--- src/rtl/hwdec_pkg.sv ---
package hwdec_pkg;
    localparam int HW_W        = 16;
    localparam int WORD_W      = 32;
    localparam int RIDX_W      = 4;
    localparam int OP_W        = 8;
    localparam int LEN_W       = 3;
    localparam int SREG_W      = 8;
    localparam int BR_OFF_W    = 10;
    localparam int BR_COND_W   = 4;
    localparam int BR_COND_MAX = 9;
    localparam int F2_IMM_W    = 8;
    localparam logic [LEN_W-1:0]  SHORT_LEN = LEN_W'(2);
    localparam logic [LEN_W-1:0]  LONG_LEN  = LEN_W'(6);
    localparam logic [SREG_W-1:0] SWI_SREG  = SREG_W'(3);

    typedef enum logic [1:0] {
        FORM_NONE  = 2'd0,
        FORM_ONE   = 2'd1,
        FORM_TWO   = 2'd2,
        FORM_THREE = 2'd3
    } form_e;

    typedef enum logic [1:0] {
        SZ_NONE = 2'd0,
        SZ_BYTE = 2'd1,
        SZ_HALF = 2'd2,
        SZ_WORD = 2'd3
    } msize_e;

    typedef enum logic {
        PH_IDLE = 1'b0,
        PH_EXT  = 1'b1
    } phase_e;

    typedef struct packed {
        form_e               form;
        logic [OP_W-1:0]     op;
        logic [RIDX_W-1:0]   ra;
        logic [RIDX_W-1:0]   rb;
        logic [WORD_W-1:0]   imm;
        logic [LEN_W-1:0]    len;
        logic                illegal;
        logic                trap;
        logic                shift;
        logic                load;
        logic                store;
        msize_e              size;
        logic [SREG_W-1:0]   sreg;
    } dec_t;
endpackage

--- src/rtl/hwdec_opinfo.sv ---
module hwdec_opinfo
    import hwdec_pkg::*;
(
    input  logic [OP_W-1:0] op,
    output logic            legal,
    output logic            has_ext,
    output logic            trap,
    output logic            is_swi,
    output logic            shift,
    output logic            load,
    output logic            store,
    output msize_e          size
);
    always_comb begin
        legal   = (op <= OP_W'(8'h0E)) ||
                  ((op >= OP_W'(8'h19)) && (op <= OP_W'(8'h39)));
        has_ext = op inside {8'h01, 8'h03, 8'h08, 8'h09, 8'h0C, 8'h0D,
                             8'h1A, 8'h1B, 8'h1D, 8'h1F, 8'h20, 8'h22,
                             8'h24, 8'h30, 8'h36, 8'h37, 8'h38, 8'h39};
        is_swi  = (op == OP_W'(8'h30));
        trap    = is_swi || (op == OP_W'(8'h35));
        shift   = op inside {8'h27, 8'h28, 8'h2D};
        load    = op inside {8'h08, 8'h0A, 8'h0C, 8'h1C, 8'h1D, 8'h36,
                             8'h21, 8'h22, 8'h38};
        store   = op inside {8'h09, 8'h0B, 8'h0D, 8'h1E, 8'h1F, 8'h37,
                             8'h23, 8'h24, 8'h39};
        if (op inside {8'h08, 8'h0A, 8'h0C, 8'h09, 8'h0B, 8'h0D}) begin
            size = SZ_WORD;
        end else if (op inside {8'h1C, 8'h1D, 8'h36, 8'h1E, 8'h1F, 8'h37}) begin
            size = SZ_BYTE;
        end else if (op inside {8'h21, 8'h22, 8'h38, 8'h23, 8'h24, 8'h39}) begin
            size = SZ_HALF;
        end else begin
            size = SZ_NONE;
        end
    end
endmodule

--- src/rtl/hwdec_split.sv ---
module hwdec_split
    import hwdec_pkg::*;
(
    input  logic [HW_W-1:0] hw,
    output dec_t            fields,
    output logic            need_ext
);
    logic   o_legal, o_ext, o_trap, o_swi, o_shift, o_load, o_store;
    msize_e o_size;

    hwdec_opinfo u_opinfo (
        .op      (hw[HW_W-1 -: OP_W]),
        .legal   (o_legal),
        .has_ext (o_ext),
        .trap    (o_trap),
        .is_swi  (o_swi),
        .shift   (o_shift),
        .load    (o_load),
        .store   (o_store),
        .size    (o_size)
    );

    logic [BR_COND_W-1:0] br_cond;
    logic [WORD_W-1:0]    br_off;

    assign br_cond = hw[BR_OFF_W +: BR_COND_W];
    assign br_off  = {{(WORD_W-BR_OFF_W-1){hw[BR_OFF_W-1]}}, hw[BR_OFF_W-1:0], 1'b0};

    always_comb begin
        fields   = '0;
        need_ext = 1'b0;
        if (!hw[15]) begin
            fields.form    = FORM_ONE;
            fields.op      = hw[15:8];
            fields.ra      = hw[7:4];
            fields.rb      = hw[3:0];
            fields.illegal = !o_legal;
            if (o_legal) begin
                need_ext     = o_ext;
                fields.len   = o_ext ? LONG_LEN : SHORT_LEN;
                fields.trap  = o_trap;
                fields.shift = o_shift;
                fields.load  = o_load;
                fields.store = o_store;
                fields.size  = o_size;
                fields.sreg  = o_swi ? SWI_SREG : '0;
            end else begin
                fields.len   = SHORT_LEN;
            end
        end else if (!hw[14]) begin
            fields.form = FORM_TWO;
            fields.op   = OP_W'(hw[13:12]);
            fields.ra   = hw[11:8];
            fields.imm  = WORD_W'(hw[F2_IMM_W-1:0]);
            fields.len  = SHORT_LEN;
            fields.sreg = hw[13] ? SREG_W'(hw[F2_IMM_W-1:0]) : '0;
        end else begin
            fields.form    = FORM_THREE;
            fields.op      = OP_W'(br_cond);
            fields.imm     = br_off;
            fields.len     = SHORT_LEN;
            fields.illegal = (br_cond > BR_COND_W'(BR_COND_MAX));
        end
    end
endmodule

--- src/rtl/halfword_decoder.sv ---
module halfword_decoder
    import hwdec_pkg::*;
(
    input  logic                clk,
    input  logic                rst_n,
    input  logic                hw_valid,
    input  logic [HW_W-1:0]     hw_data,
    output logic                hw_ready,
    input  logic                ext_valid,
    input  logic [WORD_W-1:0]   ext_data,
    output logic                dec_valid,
    output logic [1:0]          dec_form,
    output logic [OP_W-1:0]     dec_op,
    output logic [RIDX_W-1:0]   dec_ra,
    output logic [RIDX_W-1:0]   dec_rb,
    output logic [WORD_W-1:0]   dec_imm,
    output logic [LEN_W-1:0]    dec_len,
    output logic                dec_illegal,
    output logic                dec_trap,
    output logic                dec_shift,
    output logic                dec_load,
    output logic                dec_store,
    output logic [1:0]          dec_size,
    output logic [SREG_W-1:0]   dec_sreg
);
    typedef struct packed {
        phase_e phase;
        logic   vld;
        dec_t   dec;
    } st_t;

    st_t  st_d, st_q;
    dec_t fresh;
    logic fresh_ext;

    hwdec_split u_split (
        .hw       (hw_data),
        .fields   (fresh),
        .need_ext (fresh_ext)
    );

    always_comb begin
        st_d     = st_q;
        st_d.vld = 1'b0;
        case (st_q.phase)
            PH_IDLE: begin
                if (hw_valid) begin
                    st_d.dec = fresh;
                    if (fresh_ext) begin
                        st_d.phase = PH_EXT;
                    end else begin
                        st_d.vld = 1'b1;
                    end
                end
            end
            PH_EXT: begin
                if (ext_valid) begin
                    st_d.dec.imm = ext_data;
                    st_d.vld     = 1'b1;
                    st_d.phase   = PH_IDLE;
                end
            end
            default: st_d.phase = PH_IDLE;
        endcase
    end

    always_ff @(posedge clk) begin
        if (!rst_n) begin
            st_q <= '0;
        end else begin
            st_q <= st_d;
        end
    end

    assign hw_ready    = (st_q.phase == PH_IDLE);
    assign dec_valid   = st_q.vld;
    assign dec_form    = st_q.dec.form;
    assign dec_op      = st_q.dec.op;
    assign dec_ra      = st_q.dec.ra;
    assign dec_rb      = st_q.dec.rb;
    assign dec_imm     = st_q.dec.imm;
    assign dec_len     = st_q.dec.len;
    assign dec_illegal = st_q.dec.illegal;
    assign dec_trap    = st_q.dec.trap;
    assign dec_shift   = st_q.dec.shift;
    assign dec_load    = st_q.dec.load;
    assign dec_store   = st_q.dec.store;
    assign dec_size    = st_q.dec.size;
    assign dec_sreg    = st_q.dec.sreg;
endmodule

--- config.mk ---
export PLATFORM = sky130hd
export DESIGN_NAME = halfword_decoder
export DESIGN_NICKNAME = d
export VERILOG_FILES = /design/src/rtl/hwdec_pkg.sv /design/src/rtl/hwdec_opinfo.sv /design/src/rtl/hwdec_split.sv /design/src/rtl/halfword_decoder.sv
export SDC_FILE = /design/constraint.sdc
export NUM_CORES = 1
export LEC_CHECK = 0
export BUFFER_PORTS_ARGS = -buffer_cell sky130_fd_sc_hd__buf_2
export CAP_MARGIN = 0
export CORE_ASPECT_RATIO = 1.5
export CORE_MARGIN = 4
export CORE_UTILIZATION = 53
export DETAILED_ROUTE_END_ITERATION = 10
export PLACE_DENSITY_LB_ADDON = 0.25
export SLEW_MARGIN = 20
export SYNTH_ARGS = -nofsm -noshare
export SYNTH_HDL_FRONTEND = slang
export SYNTH_HIERARCHICAL = 1
export SYNTH_SLANG_ARGS = --single-unit
--- constraint.sdc ---
create_clock -name clk -period 2.1 [get_ports clk]
set_clock_uncertainty 0.15 [all_clocks]
set_input_delay 0 -clock clk [delete_from_list [all_inputs] [get_ports clk]]
set_output_delay 0 -clock clk [all_outputs]
set_load 0.05 [all_outputs]
# Word-level counts from Yosys, hierarchy flattened
# Index checks and enable logic that the tools add are counted.
# totals
register_bits	70
latchBits	0
inputBits	52
romBits	0
mem_count	0
ram_bits	0
# classes
div	0
n_shift	0
eq_ne	30
muxes	28
order_cmp	4
bitwise	1
n_addsub	0
n_reduce_logical	13
multipliers	0
# op_table
cell	count
== test 8 x 6 -> 1 bit (second input constant)	14
2-to-1 mux 70 bit	1
2-to-1 mux 32 bit	2
case mux 32 bit (2 select lines)	1
== test 8 x 4 -> 1 bit (second input constant)	6
== test 8 x 5 -> 1 bit (second input constant)	6
2-to-1 mux 35 bit	1
2-to-1 mux 14 bit	2
2-to-1 mux 8 bit	3
nonzero test 18 bit	1
nonzero test 6 bit	3
nonzero test 9 bit	2
2-to-1 mux 4 bit	3
2-to-1 mux 2 bit	5
2-to-1 mux 9 bit	1
== test 8 x 1 -> 1 bit (second input constant)	1
== test 8 x 2 -> 1 bit (second input constant)	1
>= comparator 8 x 5 -> 1 bit (second input constant)	1
less-or-equal comparator 8 x 4 -> 1 bit (second input constant)	1
less-or-equal comparator 8 x 6 -> 1 bit (second input constant)	1
2-to-1 mux 3 bit	2
2-to-1 mux 6 bit	1
2-to-1 mux 1 bit	5
> comparator 4 bit (second input constant)	1
8 further kinds	11

# Logic depth before layout (Yosys ltp)
# depth
depth_word	9
ltp_mapped	12
depth_no_buf	8

# By module
# Netlist, hierarchy kept.
# by_module_without_submodules
mod	area_per_inst_um2	cells_per_inst	n_inst
halfword_decoder	3131.8	341	1
hwdec_split	705.7	102	1
hwdec_opinfo	489.2	67	1

# Least setup slack after synthesis
# OpenSTA, ideal clock, no wires.
# synth_path
kind	input-to-reg
from	input hw_data[10]
to	register st_q, in the netlist dec_valid
arrival_time_ns	1.362
path_stages	11
path_slack_ns	0.473
setup_ns	0.115
path_cell_list	buf_6 > buf_6 > o21ai_0 > nand2_1 > o211ai_1 > o311a_1 > nor2b_1 > clkbuf_2 > and2_1 > o21ai_0 > and2_1
# synth_between
elab_chain_cells	8
# synth_rtl
element	line	rtl
from (decl)	halfword_decoder.sv:7	input logic [HW_W-1:0] hw_data,
>= comparator 8 x 5 -> 1 bit / less-or-equal comparator 8 x 6 -> 1 bit (equally long branches)	hwdec_opinfo.sv:16	((op >= OP_W'(8'h19)) && (op <= OP_W'(8'h39)));
logical AND 1 bit	hwdec_opinfo.sv:16	
logical OR 1 bit (*)	hwdec_opinfo.sv:15	legal = (op <= OP_W'(8'h0E)) ||
via u_split.o_legal	hwdec_split.sv:8	logic o_legal, o_ext, o_trap, o_swi, o_shift, o_load, o_store;
2-to-1 mux 1 bit (*)	hwdec_split.sv:38	if (o_legal) begin
2-to-1 mux 1 bit (*)	hwdec_split.sv:32	if (!hw[15]) begin
via fresh_ext	halfword_decoder.sv:34	logic fresh_ext;
2-to-1 mux 1 bit (*)	halfword_decoder.sv:49	if (fresh_ext) begin
2-to-1 mux 70 bit (*)	halfword_decoder.sv:47	if (hw_valid) begin
case mux 2 bit (2 select lines) (*)	halfword_decoder.sv:45	case (st_q.phase)
to (signal assigned)	halfword_decoder.sv:71	st_q <= st_d;
to (decl)	halfword_decoder.sv:32	st_t st_d, st_q;
# The timed path passes the listed nets; every way through them passes the cells marked *. The select of a mux whose other input is x is not followed.
# A chain may end at the register's enable or synchronous reset.

# Worst setup path after layout
# layout_path
from	input hw_data[15]
to	register st_q, in the netlist dec_imm[17]
# layout_between
elab_chain_cells	3
# layout_rtl
element	line
2-to-1 mux 32 bit	hwdec_split.sv:32
2-to-1 mux 70 bit	halfword_decoder.sv:47
case mux 32 bit (2 select lines)	halfword_decoder.sv:45
# No other way between the ends. The select of a mux whose other input is x is not followed.

==> impl_metrics.csv <==
group,metric,value,unit
floorplanning,dieArea,9703,um^2
setup_path,end_kind,"flop",
clock_network,cts_root_buf,"clkbuf_16",
global_route,grt_overflow_total,0,
logic_synthesis,synth_common_cells,"91 x buf_4, 81 x nand2_1, 70 x dfxtp_1, 37 x and3_1, 36 x a21boi_1",
setup_path,crit_required,2.22,ns
pwr,p_clk_share,40.5,%
layout,fill_cells,737,
clock_network,cts_tree,"yes",
floorplanning,core-area,8008,um^2
route,ant_nets,0,
layout,diodes,0,
logic_synthesis,yosysSeqAreaShare,32.39,%
placed_design,place_hpwl,6882,um
timing,setup_viol,0,
logic_synthesis,synth.area.top_cells,"dfxtp_1 32%, buf_4 16%, a221o_1 7.4%",
pwr,ir_worst_vdd,470.7,uV
setup_path,path_class,"in -> reg",
floorplanning,start_util,54.03,%
logic_synthesis,ys_types,51,
setup_path,slowest_delay,0.52,ns
timing,fmax,0.5550,GHz
timing,min_period,1.802,ns
timing,timing.slew.headroom,61.82,%
route,vias,3544,
layout,nets,616,
pwr,powerDensity,686.0,nW/um^2
floorplanning,die_w,81.77,um
pwr,intPower,2.421,mW
global_route,antenna_found_initial,0,
clock_network,htreeDepth,3,
pwr,p_sw,0.9379,mW
global_route,grt_first_pass_wirelength,16260,um
pwr,power_leakage,2.340,nW
global_route,grt_pass1_vias,3379,
setup_path,slowest_stage,"dlygate4sd3_1",
setup_path,cp_cell_sequence,"dlygate4sd3_1 > buf_2 > buf_4 > and3_1 > and3_1 > a221o_1",
logic_synthesis,yosysTopAreaCellShare,32.39,%
pwr,pwr-share-comb,18.0,%
logic_synthesis,yosys.area.top_type,"dfxtp_1",
global_route,grt_max_degree,50,
placed_design,gp_congestion,0.9097,
timing,tightestPinTransition,0.5727,ns
timing,fin_crit_sh,85.80,%
timing,final.setup.tns,0,ns
run,maxCapViolCount,0,
pwr,seqPwrFrac,41.5,%
layout,syn_to_final_growth,13.19,%
logic_synthesis,synth-seq-cells,70,
timing,whs,0.04238,ns
route,drc,0,
logic_synthesis,syn_avg_cell_area,8.484,um^2
global_route,grt.total_usage,21.27,%
layout,drive_gt1_share,27.77,%
timing,finalHoldViolCount,0,
floorplanning,rows,40,
floorplanning,io_pins,122,
clock_network,clkTransAtPathRegs,0.05,ns
route,viasPerCell,5.258,
setup_path,cp_max_fo,22,
route,dr.pass1.iters,4,
logic_synthesis,ys_async_sr_fraction,0,%
logic_synthesis,postSynthCellCount,510,
logic_synthesis,synth-main-ff-cell,"dfxtp_1",
route,routedWlPerCell,15.26,um
timing,rsz0062_at_grt,"false",
run_status,status,"finished, final reports clean",
clock_network,cts_buffers,9,
logic_synthesis,yosysWarnings,6,
setup_path,startpoint_type,"primary input",
clock_network,clock_sinks,70,
setup_path,path_buf_inv,3,
timing,drv_slew,0,
min_path,hp-class,"in -> reg",
setup_path,crit_family,"buffers and inverters",
logic_synthesis,yosys.cell_count.top_type,"buf_4",
clock_network,cts-resized-gates,0,
placed_design,numPortBuffers,121,
pwr,swShare,27.92,%
clock_network,clk_path_buf_depth,2,
clock_network,clk_latency,0.32,ns
floorplanning,die_h,118.7,um
route,dr.first_iter.drc_count,194,
setup_path,crit_path_frequent_cell,"and3_1",
logic_synthesis,syn-cell-area,4327,um^2
route,routed_wl,10290,um
setup_path,critPathArrivalTime,1.92,ns
logic_synthesis,synth_edf_count,0,
==> flip-flops by register name, summed over array words and instances, names as in the netlist <==
signal and count:
dec_imm 32, dec_op 8, dec_sreg 8, dec_ra 4, dec_rb 4, dec_len 3
dec_form 2, dec_size 2, dec_illegal 1, dec_load 1, dec_shift 1, dec_store 1
dec_trap 1, dec_valid 1, st_q 1
==> metrics by stage <==
step                power, mW  instance area [um^2]  util (%)  worst slack, ns  instances
finish                  3.359                  4897     61.16           0.2981        674
global route            3.510                  4897     61.16          0.07505        674
CTS                     3.403                  4896     61.14           0.2133        674
detailed placement      1.967                  4207     52.53           0.2468        616
global placement        1.960                  4207     52.53           0.3133        616
floorplan               1.906                  4330         -           0.4732        511
==> cell usage in the layout, fill, tap and decap left out, types with 4 or more instances in the layout <==
cell type      count
a21oi_1            8
clkbuf_16          9
dfxtp_1           70
a221o_1           32
and2b_1            4
and2_1            15
buf_2            121
nor2b_1           10
nor2_1            14
buf_4             10
inv_1              4
mux2i_1            9
o21ai_0            7
a21boi_1          36
nand2_1           81
nand3_1            6
and3_1            36
a32o_1             4
dlygate4sd3_1     42
==> cell type report <==
cell class	count	area, um^2	share of cell area [%]
Multi-Input combinational cell	305	1976	40.34
Sequential cell	70	1401	28.62
Timing Repair Buffer	173	1101	22.48
Clock buffer	12	246.5	5.033
Tap cell	105	131.4	2.683
Clock inverter	4	22.52	0.4599
Inverter	5	18.77	0.3832
==> power by group through the flow <==
stage | registers (mW) | logic, mW | clock network (mW)
floorplan | 1.43 | 0.481 | 0
global placement | 1.42 | 0.539 | 0
detailed placement | 1.42 | 0.544 | 0
CTS | 1.39 | 0.606 | 1.40
global route | 1.40 | 0.654 | 1.46
finish | 1.39 | 0.606 | 1.36
==> worst reg2reg max path: stages (launching register included) <==
cell and delay [ns]:
dfxtp_1 0.35, nand2b_1 0.17, and3_1 0.16, buf_4 0.23, a221o_1 0.34
==> routing by layer <==
layer	up-vias	track usage [%]	share of wire, %
li1	1778	-	-
met1	1634	24.41	40
met2	120	36.89	52
met3	12	5.335	6.6
met4	0	7.796	1.8
met5	-	0	0
==> cell families (layout without fill, tap and decap cells) <==
kind of cell | Yosys count | after routing | share of synthesized area, %
simple gates | 186 | 186 | 22.44
buf+inv | 136 | 194 | 22.18
compound gates | 104 | 104 | 20.13
flops | 70 | 70 | 32.39
mux | 9 | 9 | 2.082
xor+xnor | 3 | 3 | 0.6074
other cells | 2 | 3 | 0.1736
==> final timing paths <==
check,from,endpoint,slack (ns),depth (start not counted)
setup / recovery,hw_data[15],dec_imm[17],0.30,6
hold / removal,hw_data[8],dec_op[0],0.04,5
setup reg to reg,st_q[69],dec_imm[20],0.58,4
hold reg to reg,dec_op[2],dec_op[2],0.30,2
==> timing repair <==
action,4_1_cts,5_1_grt
hold buffers,42,0
endpoints found under the hold margin,50,0
buffers inserted,0,0
(Power assumes the default switching activity.)
